--- src/rtl/ide_dec_pkg.sv ---
package ide_dec_pkg;

  typedef enum logic [1:0] {
    WIN_NONE = 2'd0,
    WIN_CMD  = 2'd1,
    WIN_CTRL = 2'd2,
    WIN_BM   = 2'd3
  } win_kind_e;

  typedef enum logic [1:0] {
    SZ_BYTE = 2'd0,
    SZ_HALF = 2'd1,
    SZ_WORD = 2'd2,
    SZ_BAD  = 2'd3
  } acc_size_e;

  localparam int unsigned WIN_COUNT = 5;
  localparam int unsigned WIN_IDX_W = $clog2(WIN_COUNT);

  // window index -> kind; index order is also the match priority
  function automatic win_kind_e kind_of_win(input int unsigned idx);
    case (idx)
      0, 2:    return WIN_CMD;
      1, 3:    return WIN_CTRL;
      4:       return WIN_BM;
      default: return WIN_NONE;
    endcase
  endfunction

  function automatic logic win_is_primary(input int unsigned idx);
    return (idx == 0) || (idx == 1);
  endfunction

endpackage

--- src/rtl/ide_win_match.sv ---
module ide_win_match #(
  parameter int ADDR_W = 16,
  parameter int OFS_W  = 4,
  parameter int SPAN   = 8
) (
  input  logic [ADDR_W-1:0] base_i,
  input  logic [ADDR_W-1:0] addr_i,
  output logic              hit_o,
  output logic [OFS_W-1:0]  ofs_o
);

  logic [ADDR_W:0]   limit;
  logic [ADDR_W-1:0] diff;

  always_comb begin
    limit = {1'b0, base_i} + (ADDR_W+1)'(SPAN);
    hit_o = ({1'b0, addr_i} >= {1'b0, base_i}) && ({1'b0, addr_i} < limit);
    diff  = addr_i - base_i;
    ofs_o = diff[OFS_W-1:0];
  end

  // range compare and subtraction are separate paths; they must agree
  always_comb begin
    if (hit_o) begin
      assert_ofs_in_span_R1: assert (diff < ADDR_W'(SPAN));
    end
  end

endmodule

--- src/rtl/ide_base_bank.sv ---
module ide_base_bank #(
  parameter int ADDR_W = 16,
  parameter int WIN_N  = 5,
  parameter int SEL_W  = 3,
  parameter logic [WIN_N*ADDR_W-1:0] RESET_BASES = '0
) (
  input  logic                         clk,
  input  logic                         rst_n,
  input  logic                         load_i,
  input  logic [SEL_W-1:0]             sel_i,
  input  logic [ADDR_W-1:0]            value_i,
  output logic [WIN_N-1:0][ADDR_W-1:0] base_o
);

  logic nonzero;
  assign nonzero = (value_i != '0);

  for (genvar g = 0; g < WIN_N; g++) begin : g_base
    always_ff @(posedge clk or negedge rst_n) begin
      if (!rst_n) begin
        base_o[g] <= RESET_BASES[g*ADDR_W +: ADDR_W];
      end else if (load_i && nonzero && (sel_i == SEL_W'(g))) begin
        base_o[g] <= value_i;
      end
    end

    assert_zero_keeps_base_R9: assert property (@(posedge clk) disable iff (!rst_n)
      (load_i && value_i == '0) |=> $stable(base_o[g]));
  end

endmodule

--- src/rtl/ide_dev_shadow.sv ---
module ide_dev_shadow #(
  parameter int CHAN_N = 2
) (
  input  logic              clk,
  input  logic              rst_n,
  input  logic              upd_i,
  input  logic              upd_ch_i,
  input  logic              upd_val_i,
  output logic [CHAN_N-1:0] dev_o
);

  for (genvar c = 0; c < CHAN_N; c++) begin : g_chan
    always_ff @(posedge clk or negedge rst_n) begin
      if (!rst_n) begin
        dev_o[c] <= 1'b0;
      end else if (upd_i && (upd_ch_i == c[0])) begin
        dev_o[c] <= upd_val_i;
      end
    end

    assert_dev_only_on_select_R4: assert property (@(posedge clk) disable iff (!rst_n)
      !(upd_i && upd_ch_i == c[0]) |=> $stable(dev_o[c]));
  end

endmodule

--- src/rtl/ide_prio_pick.sv ---
module ide_prio_pick #(
  parameter int N     = 5,
  parameter int IDX_W = 3
) (
  input  logic [N-1:0]     hit_i,
  output logic [N-1:0]     sel_oh_o,
  output logic             any_o,
  output logic [IDX_W-1:0] idx_o
);

  always_comb begin
    sel_oh_o = '0;
    idx_o    = '0;
    for (int i = N - 1; i >= 0; i--) begin
      if (hit_i[i]) begin
        sel_oh_o    = '0;
        sel_oh_o[i] = 1'b1;
        idx_o       = IDX_W'(i);
      end
    end
    any_o = |hit_i;
  end

endmodule

--- src/rtl/ide_window_decoder.sv ---
module ide_window_decoder
  import ide_dec_pkg::*;
#(
  parameter int ADDR_W     = 16,
  parameter int DATA_W     = 32,
  parameter int CMD_SPAN   = 8,
  parameter int CTRL_SPAN  = 4,
  parameter int BM_SPAN    = 16,
  parameter int BM_SEC_OFS = 8,
  parameter int SEL_OFS    = 6,
  parameter int DEV_BIT    = 4,
  parameter logic [ADDR_W-1:0] PRI_CMD_BASE  = 16'h01F0,
  parameter logic [ADDR_W-1:0] PRI_CTRL_BASE = 16'h03F4,
  parameter logic [ADDR_W-1:0] SEC_CMD_BASE  = 16'h0170,
  parameter logic [ADDR_W-1:0] SEC_CTRL_BASE = 16'h0374,
  parameter logic [ADDR_W-1:0] BM_BASE       = 16'hC000,
  localparam int MAX_SPAN = (BM_SPAN > CMD_SPAN) ?
                            ((BM_SPAN > CTRL_SPAN) ? BM_SPAN : CTRL_SPAN) :
                            ((CMD_SPAN > CTRL_SPAN) ? CMD_SPAN : CTRL_SPAN),
  localparam int OFS_W = (MAX_SPAN > 1) ? $clog2(MAX_SPAN) : 1
) (
  input  logic              clk,
  input  logic              rst_n,
  input  logic              bm_enable,
  input  logic              base_load,
  input  logic [2:0]        base_sel,
  input  logic [ADDR_W-1:0] base_value,
  input  logic              req_valid,
  output logic              req_ready,
  input  logic [ADDR_W-1:0] req_addr,
  input  logic [1:0]        req_size,
  input  logic              req_write,
  input  logic [DATA_W-1:0] req_wdata,
  output logic              out_valid,
  input  logic              out_ready,
  output logic [1:0]        out_type,
  output logic              out_primary,
  output logic [OFS_W-1:0]  out_offset,
  output logic [1:0]        out_drive,
  output logic              out_write,
  output logic [1:0]        out_size,
  output logic [DATA_W-1:0] out_wdata,
  output logic              err
);

  localparam int NW = WIN_COUNT;
  localparam logic [NW*ADDR_W-1:0] RESET_BASES =
    {BM_BASE, SEC_CTRL_BASE, SEC_CMD_BASE, PRI_CTRL_BASE, PRI_CMD_BASE};

  function automatic int span_of(input int idx);
    if (idx == 4) return BM_SPAN;
    if (idx == 1 || idx == 3) return CTRL_SPAN;
    return CMD_SPAN;
  endfunction

  // ---------------- window bases ----------------
  logic [NW-1:0][ADDR_W-1:0] base;

  ide_base_bank #(
    .ADDR_W(ADDR_W), .WIN_N(NW), .SEL_W(3), .RESET_BASES(RESET_BASES)
  ) u_bases (
    .clk(clk), .rst_n(rst_n), .load_i(base_load), .sel_i(base_sel),
    .value_i(base_value), .base_o(base)
  );

  // ---------------- per-window range match ----------------
  logic [NW-1:0]            hit;
  logic [NW-1:0][OFS_W-1:0] ofs;

  for (genvar g = 0; g < NW; g++) begin : g_win
    ide_win_match #(
      .ADDR_W(ADDR_W), .OFS_W(OFS_W), .SPAN(span_of(g))
    ) u_match (
      .base_i(base[g]), .addr_i(req_addr), .hit_o(hit[g]), .ofs_o(ofs[g])
    );
  end

  // ---------------- priority selection ----------------
  logic [NW-1:0]        sel_oh;
  logic                 any_hit;
  logic [WIN_IDX_W-1:0] win_idx;

  ide_prio_pick #(.N(NW), .IDX_W(WIN_IDX_W)) u_pick (
    .hit_i(hit), .sel_oh_o(sel_oh), .any_o(any_hit), .idx_o(win_idx)
  );

  // ---------------- access classification ----------------
  win_kind_e        cur_kind;
  logic [OFS_W-1:0] cur_ofs;
  logic             cur_primary;
  logic             size_bad;
  logic             acc_bad;
  logic             bm_drop;
  logic             accept;
  logic             sel_write;
  logic             chan_sec;
  logic             dev_eff;
  logic [1:0]       dev_bits;

  assign req_ready = !out_valid || out_ready;
  assign accept    = req_valid && req_ready;

  always_comb begin
    cur_ofs  = ofs[win_idx];
    cur_kind = any_hit ? kind_of_win(32'(win_idx)) : WIN_NONE;
    if (cur_kind == WIN_BM) begin
      cur_primary = (cur_ofs < OFS_W'(BM_SEC_OFS));
    end else begin
      cur_primary = win_is_primary(32'(win_idx));
    end
    size_bad  = (req_size == SZ_BAD) ||
                ((req_size == SZ_WORD) && (cur_kind != WIN_BM));
    acc_bad   = !any_hit || size_bad;
    bm_drop   = (cur_kind == WIN_BM) && req_write && !bm_enable;
    sel_write = accept && !acc_bad && req_write &&
                (cur_kind == WIN_CMD) && (cur_ofs == OFS_W'(SEL_OFS));
    chan_sec  = !cur_primary;
    dev_eff   = sel_write ? req_wdata[DEV_BIT] : dev_bits[chan_sec];
  end

  // ---------------- drive-select shadow ----------------
  ide_dev_shadow #(.CHAN_N(2)) u_shadow (
    .clk(clk), .rst_n(rst_n), .upd_i(sel_write), .upd_ch_i(chan_sec),
    .upd_val_i(req_wdata[DEV_BIT]), .dev_o(dev_bits)
  );

  // ---------------- output stage ----------------
  always_ff @(posedge clk or negedge rst_n) begin
    if (!rst_n) begin
      out_valid <= 1'b0;
      err       <= 1'b0;
    end else begin
      err <= accept && acc_bad;
      if (accept) begin
        out_valid <= !acc_bad && !bm_drop;
      end else if (out_ready) begin
        out_valid <= 1'b0;
      end
    end
  end

  always_ff @(posedge clk or negedge rst_n) begin
    if (!rst_n) begin
      out_type    <= WIN_NONE;
      out_primary <= 1'b0;
      out_offset  <= '0;
      out_drive   <= '0;
      out_write   <= 1'b0;
      out_size    <= '0;
      out_wdata   <= '0;
    end else if (accept && !acc_bad && !bm_drop) begin
      out_type    <= cur_kind;
      out_primary <= cur_primary;
      out_offset  <= cur_ofs;
      out_drive   <= {chan_sec, dev_eff};
      out_write   <= req_write;
      out_size    <= req_size;
      out_wdata   <= req_wdata;
    end
  end

  // ---------------- assertions ----------------
  assert_single_winner_R2: assert property (@(posedge clk) disable iff (!rst_n)
    $onehot0(sel_oh));

  assert_kind_known_R1: assert property (@(posedge clk) disable iff (!rst_n)
    out_valid |-> (out_type != WIN_NONE));

  assert_no_word_on_drive_R6: assert property (@(posedge clk) disable iff (!rst_n)
    (out_valid && out_type != WIN_BM) |-> (out_size != SZ_WORD));

  assert_bad_not_forwarded_R7: assert property (@(posedge clk) disable iff (!rst_n)
    (accept && acc_bad) |=> (err && !out_valid));

  assert_bm_write_dropped_R8: assert property (@(posedge clk) disable iff (!rst_n)
    (accept && !acc_bad && cur_kind == WIN_BM && req_write && !bm_enable)
      |=> (!out_valid && !err));

  assert_hold_under_stall_R10: assert property (@(posedge clk) disable iff (!rst_n)
    (out_valid && !out_ready) |=> (out_valid && $stable(out_offset) &&
      $stable(out_type) && $stable(out_drive) && $stable(out_wdata)));

endmodule

--- config.mk ---
export PLATFORM = sky130hd
export DESIGN_NAME = ide_window_decoder
export DESIGN_NICKNAME = d
export VERILOG_FILES = /design/src/rtl/ide_dec_pkg.sv /design/src/rtl/ide_win_match.sv /design/src/rtl/ide_base_bank.sv /design/src/rtl/ide_dev_shadow.sv /design/src/rtl/ide_prio_pick.sv /design/src/rtl/ide_window_decoder.sv
export SDC_FILE = /design/constraint.sdc
export NUM_CORES = 1
export LEC_CHECK = 0
export ABC_CLOCK_PERIOD_IN_PS = 8600
export BUFFER_PORTS_ARGS = -buffer_cell sky130_fd_sc_hd__buf_2
export CAP_MARGIN = 5
export CORE_UTILIZATION = 40
export DETAILED_ROUTE_END_ITERATION = 10
export HOLD_SLACK_MARGIN = 0.15
export PLACE_DENSITY = 0.7
export SETUP_SLACK_MARGIN = 0.05
export SLEW_MARGIN = 40
export SYNTH_ARGS = -nofsm -noshare
export SYNTH_HDL_FRONTEND = slang
export SYNTH_SLANG_ARGS = --single-unit
--- constraint.sdc ---
create_clock -name clk -period 8.6 [get_ports clk]
set_input_delay 1.72 -clock clk [delete_from_list [all_inputs] [get_ports clk]]
set_output_delay 1.72 -clock clk [all_outputs]
set_load 0.02 [all_outputs]
==> After elaboration in Yosys (flattened, before gate mapping) <==
Cells that the tools add are included.
{ "totals": {"ff_bits": 128, "input_bits": 76} }
{ "op_classes": {"n_addsub": 10, "magnitude_cmp": 13, "n_eq_ne": 14, "mux": 15, "n_reduce_logical": 41} }
{ "op_table": {"columns": ["op", "n"], "rows": [
  ["less-than comparator 16 x 17 -> 1 bit", 5],
  ["greater-or-equal comparator 16 bit", 5],
  ["adder 16 x 3 -> 17 bit (second input constant)", 2],
  ["adder 16 x 4 -> 17 bit (second input constant)", 2],
  ["logical AND 1 bit", 24],
  ["subtractor 4 bit", 5],
  ["adder 16 x 5 -> 17 bit (second input constant)", 1],
  ["nonzero test 16 bit", 1],
  ["2-to-1 mux 3 bit", 5],
  ["binary-select mux 4 bit (select 3 bit)", 1],
  ["equality test 3 x 2 -> 1 bit (second input constant)", 4],
  ["equality test 2 bit (second input constant)", 3],
  ["equality test 3 x 1 -> 1 bit (second input constant)", 2],
  ["equality test 3 bit (second input constant)", 2],
  ["logical NOT 1 bit", 6],
  ["logical NOT 3 bit", 2],
  ["2-to-1 mux 1 bit", 6],
  ["one-hot mux 2 bit (3 select lines)", 1],
  ["OR reduction 5 bit", 1],
  ["equality test 4 x 3 -> 1 bit (second input constant)", 1],
  ["logical OR 1 bit", 4],
  ["less-than comparator 3 x 4 -> 1 bit (second input constant)", 1],
  ["less-than comparator 4 bit (second input constant)", 1],
  ["2-to-1 mux 4 bit", 1],
  ["other kinds (6)", 7]
]} }

==> Logic depth before layout (Yosys ltp) <==
{ "depth": {"word_depth": 22, "depth_mapped": 19, "depth_no_buf": 17} }

==> Hierarchy <==
From an unflattened synthesis, not the netlist that was laid out.
{ "unflattened": {"hier_cells": 986, "area_unflattened_um2": 10261.1} }
{ "by_module_without_submodules": {"columns": ["module", "instances", "cells_each", "area_per_inst_um2"], "rows": [
  ["ide_base_bank", 1, 179, 3119.2],
  ["ide_window_decoder", 1, 158, 2099.5],
  ["ide_win_match (g_win[3].u_match)", 1, 133, 1032.2],
  ["ide_win_match (g_win[1].u_match)", 1, 125, 970.9],
  ["ide_win_match (g_win[0].u_match)", 1, 128, 963.4],
  ["ide_win_match (g_win[2].u_match)", 1, 123, 955.9],
  ["ide_win_match (g_win[4].u_match)", 1, 121, 935.9],
  ["ide_dev_shadow", 1, 6, 100.1],
  ["ide_prio_pick", 1, 13, 83.8]
]} }

==> Least setup slack after synthesis <==
Ideal clock, no wire load.
{ "synth_path": {"path_type": "input to register", "startpoint": "input req_addr[0]", "endpoint": "register out_offset[2]", "t_arrival_ns": 4.783, "path_slack_ns": 3.690, "path_stages": 15, "path_buffers": 2, "cell_sequence": "inv_1 ha_1 inv_1 fa_1 a21oi_1 o22ai_1 o2111ai_1 a211oi_1 o41ai_4 nand3_1 o21a_1 nor4_2 buf_4 buf_6 mux2_1"} }
{ "synth_between": {"elab_chain_len": 18} }
{ "synth_rtl": {"columns": ["element", "line", "text"], "rows": [
  ["from (decl)", "ide_window_decoder.sv:30", "input logic [ADDR_W-1:0] req_addr,"],
  ["less-than comparator 16 x 17 -> 1 bit / greater-or-equal comparator 16 bit (equally long branches)", "ide_win_match.sv:17", "hit_o = ({1'b0, addr_i} >= {1'b0, base_i}) && ({1'b0, addr_i} < limit);"],
  ["logical AND 1 bit", "ide_win_match.sv:17", null],
  ["2-to-1 mux 3 bit (5 in series)", "ide_prio_pick.sv:15", "if (hit_i[i]) begin"],
  ["equality test 3 x 1 -> 1 bit (tied with other cells)", "ide_dec_pkg.sv:22", "case (idx)"],
  ["OR reduction 2 bit", "ide_dec_pkg.sv:22", null],
  ["one-hot mux 2 bit (3 select lines)", "ide_dec_pkg.sv:22", null],
  ["2-to-1 mux 2 bit", "ide_window_decoder.sv:105", "cur_kind = any_hit ? kind_of_win(32'(win_idx)) : WIN_NONE;"],
  ["inequality test 2 bit", "ide_window_decoder.sv:112", "((req_size == SZ_WORD) && (cur_kind != WIN_BM));"],
  ["logical AND 1 bit", "ide_window_decoder.sv:112", null],
  ["logical OR 1 bit", "ide_window_decoder.sv:111", "size_bad = (req_size == SZ_BAD) ||"],
  ["logical OR 1 bit", "ide_window_decoder.sv:113", "acc_bad = !any_hit || size_bad;"],
  ["logical NOT 1 bit", "ide_window_decoder.sv:151", "end else if (accept && !acc_bad && !bm_drop) begin"],
  ["logical AND 1 bit (2 in series)", "ide_window_decoder.sv:151", null],
  ["to (signal assigned)", "ide_window_decoder.sv:154", "out_offset <= cur_ofs;"],
  ["to (decl)", "ide_window_decoder.sv:38", "output logic [OFS_W-1:0] out_offset,"]
]} }
Parallel ways exist; a longest one is shown, timed or not. The select of a mux whose other input is x is not followed.
A chain may end at the register's enable or synchronous reset.

==> Worst setup path after layout <==
{ "layout_path": {"startpoint": "input req_addr[0]", "endpoint": "register out_wdata[31]"} }
{ "layout_between": {"elab_chain_len": 18} }
{ "layout_rtl": {"columns": ["element", "line", "text"], "rows": [
  ["less-than comparator 16 x 17 -> 1 bit / greater-or-equal comparator 16 bit (equally long branches)", "ide_win_match.sv:17", null],
  ["logical AND 1 bit", "ide_win_match.sv:17", null],
  ["2-to-1 mux 3 bit (5 in series)", "ide_prio_pick.sv:15", null],
  ["equality test 3 x 1 -> 1 bit (tied with other cells)", "ide_dec_pkg.sv:22", null],
  ["OR reduction 2 bit", "ide_dec_pkg.sv:22", null],
  ["one-hot mux 2 bit (3 select lines)", "ide_dec_pkg.sv:22", null],
  ["2-to-1 mux 2 bit", "ide_window_decoder.sv:105", null],
  ["inequality test 2 bit", "ide_window_decoder.sv:112", null],
  ["logical AND 1 bit", "ide_window_decoder.sv:112", null],
  ["logical OR 1 bit", "ide_window_decoder.sv:111", null],
  ["logical OR 1 bit", "ide_window_decoder.sv:113", null],
  ["logical NOT 1 bit", "ide_window_decoder.sv:151", null],
  ["logical AND 1 bit", "ide_window_decoder.sv:151", null],
  ["logical AND 1 bit (*)", "ide_window_decoder.sv:151", null],
  ["to (signal assigned)", "ide_window_decoder.sv:158", "out_wdata <= req_wdata;"],
  ["to (decl)", "ide_window_decoder.sv:42", "output logic [DATA_W-1:0] out_wdata,"]
]} }
Mark *: on every way between the ends. The rest lies on a longest branch, timed or not.

==> impl_metrics.toml <==
[status]
outcome = "finished, final reports clean"

[floorplanning]
initial_core_util = 0.4073
fp.dieH_um = 159.1
die_w_um = 159.1
ios = 123
coreArea_um2 = 24250
die_area_um2 = 25320
rows = 57

[power]
power.density_nw_per_um2 = 261.0
ir_worst_vdd_mv = 0.2037
swShare = 0.4109
power_frac_comb = 0.437
leakagePower_uw = 0.005270
p_int_uw = 1767
p_seq_frac = 0.315
power.switching_uw = 1233
total_power_uw = 3000
clkPwrFrac = 0.248

[global_routing]
grt_usage = 0.2251
antenna_found_initial = 0
grt_max_degree = 66
grt_pass1_wl_um = 44330
grt_pass1_vias = 8238
grt-ovfl-total = 0

[route]
ant_nets = 0
drc = 0
wl_um = 27680
dr.pass1.iters = 5
wl_per_cell_um = 18.65
viasPerCell = 5.567
drtIter0Drc = 489
vias = 8262

[timing]
slew_violations = 0
setup_viol = 0
min_period_ns = 5.211
rsz0062_at_grt = "no"
skew_ns = 0.01545
hold_ws_ns = 0.4841
setup_tns_ns = 0
relSlewSlack = 0.4844
finalHoldViolCount = 0
clock.fmax_mhz = 191.9
tightest_slew_ns = 0.7699
finalCritPeriodShare = 0.6059

[cts]
root_buffer = "clkbuf_16"
cts_resized = 0
clk_pin_slew_ns = 0.06
postCtsSetupRepairBufs = 0
cts_inserted_buffers = 17
clk_latency_ns = 0.44
cts_tree = "built"
cts_sinks = 128
cts_buffer_depth = 2
hold_buffers = 0
cts-htree-levels = 4

[yosys]
yosys_warnings = 0
ys_seq_area_frac = 0.3274
synth_seq_cells = 128
ys_types = 77
synth.net_count = 1252
netlist_area_um2 = 9876
synthFlopType = "dfrtp_1"
syn_inst = 1018
avgSynthCellArea_um2 = 9.701
async_reset_ff_frac = 1.000
synth_edf_count = 0

[worst_setup_path]
path_max_fanout = 48
cp.depth = 15
start_kind = "primary input"
path_class = "in2reg"
slowest_stage = "o41ai_4"
crit_family = "compound AO/OA/AOI/OAI gates"
cpMostUsedCell = "inv_1"
path_buf_inv = 4
end_kind = "flip-flop"
rr_worst_depth = 16
cpPeakStageDelay_ns = 0.58
cp-startpoint = "req_addr[0]"
required_ns = 8.91
crit_path_cell_trace = "buf_2 > inv_1 > ha_1 > inv_1 > fa_1 > a21oi_1 > o22ai_1 > o2111ai_1 > a211oi_1 > o41ai_4 > nand3_1 > o21a_1 > nor4_4 > buf_4 > mux2_2"
reg2reg_from = "u_bases.base_o[50]"
arrival_ns = 5.52

[cells_and_area]
seq_area_um2 = 3233
antenna_cells = 0
drive_gt1_frac = 0.2328
nFillCells = 2283
area_growth_pct = 16.37
multi_input_area_um2 = 6207
fin_nets = 1381
final_cells = 1484
fin_util = 0.4739

[place]
dp_hpwl_um = 20010
place.gp.congestion = 0.9112
placedCellCount = 1452
portBuffers = 122

[hold_path]
hp-start = "out_drive[1]"
holdPathStages = 1
hp-class = "reg2reg"

[flow_run]
drv_cap = 0
==> power groups by stage <==
stage	Clock, uW	Combinational, uW	Sequential, uW
4_1_cts	755	1310	945
3_5_place_dp	0	1290	948
3_3_place_gp	0	1260	946
5_1_grt	783	1450	973
6_report	744	1310	946
2_1_floorplan	0	791	1060
==> flip-flops by register name, summed over array words and instances, names as in the netlist, 2 cells and up <==
signal / cells
out_type: 2
out_size: 2
out_drive: 2
out_offset: 4
u_shadow.dev_o: 2
u_bases.base_o: 80
out_wdata: 32
==> metrics by stage <==
stage,area (um2),setup slack (ns)
3_3_place_gp,10860,3.057
2_1_floorplan,9876,3.690
3_5_place_dp,10890,2.949
6_report,11490,3.389
4_1_cts,11480,3.409
5_1_grt,11490,3.186
==> cells by family after synthesis <==
| logic type | after synthesis | synth area share |
|---|---|---|
| xor+xnor | 65 | 0.05765 |
| compound gates | 220 | 0.1491 |
| mux | 74 | 0.08413 |
| simple gates | 253 | 0.1300 |
| buf+inv | 120 | 0.04776 |
| fa+ha+maj | 158 | 0.2040 |
| flops | 128 | 0.3274 |
==> layer usage <==
layer  track usage  wire length [um]  vias up
met3       0.05236              1858       49
met4       0.09572              1038        0
met1        0.2917             12430     3995
li1              -                 -     3944
met5             0                 0        -
met2        0.3596             12350      274
==> cells in the mapped netlist (3+ instances only) <==
cell type  instances  area share
ha_1             153        0.19
dfrtp_1          104        0.26
inv_1            102       0.039
nand2_1           86       0.033
o21ai_0           71       0.036
mux2_2            62       0.071
xnor2_1           60       0.053
a21oi_1           45       0.023
nand3_1           39       0.020
nor2_1            38       0.014
dfstp_2           24       0.064
nand4_1           20       0.013
a21o_1            19       0.014
nor3_1            17      0.0086
a211oi_1          16       0.012
clkbuf_1          12      0.0046
mux2_1            10       0.011
o21a_1            10      0.0076
nand2b_1           9      0.0057
nor4_1             8      0.0051
and3_1             7      0.0044
and4_1             6      0.0053
o211ai_1           6      0.0046
fa_1               5       0.010
o2111ai_1          5      0.0044
xor2_1             5      0.0044
nor2b_1            4      0.0025
a211o_1            3      0.0027
a31oi_1            3      0.0019
a41oi_1            3      0.0027
o21ai_1            3      0.0015
==> layout by cell type, fill, tap and decap left out, types with 20 or more instances in the layout <==
| master | netlist | routed |
|---|---|---|
| buf_2 | 2 | 121 |
| inv_1 | 102 | 102 |
| nand2_1 | 86 | 86 |
| o21ai_0 | 71 | 71 |
| dfstp_2 | 24 | 24 |
| nor2_1 | 38 | 37 |
| ha_1 | 153 | 153 |
| dfrtp_1 | 104 | 104 |
| mux2_2 | 62 | 62 |
| nand3_1 | 39 | 37 |
| nand4_1 | 20 | 20 |
| xnor2_1 | 60 | 60 |
| a21oi_1 | 45 | 45 |
==> worst reg2reg max path, stage by stage, from the launching register on <==
cell	delay, ns
dfstp_2	0.60
ha_1	0.28
nand2_1	0.10
nor3_1	0.42
nand3_1	0.16
xnor2_1	0.15
ha_1	0.29
a21o_1	0.18
a211oi_1	0.22
o21ai_0	0.15
o31ai_1	0.44
o41ai_4	0.25
o311ai_0	0.40
a2bb2oi_1	0.15
o31a_1	0.35
nor4_2	0.30
mux2_1	0.35
==> worst paths after layout <==
check / slack (ns) / to
min in group asynchronous: 1.25 / out_wdata[30]
max in group asynchronous: 6.22 / u_bases.base_o[18]
setup / recovery: 3.39 / out_wdata[31]
setup reg to reg: 3.71 / u_shadow.dev_o[1]
hold / removal: 0.48 / out_drive[1]
hold reg to reg: 0.48 / out_drive[1]
==> layout make-up <==
| cell class | count | share of cell area |
|---|---|---|
| multi-input cells | 770 | 0.5401 |
| repair buffers | 127 | 0.05803 |
| clock buffers | 17 | 0.03702 |
| inverters | 103 | 0.03364 |
| well taps | 324 | 0.03527 |
| flip-flops and latches | 128 | 0.2813 |
| clock inverters | 15 | 0.01459 |
(Power assumes the default switching activity.)
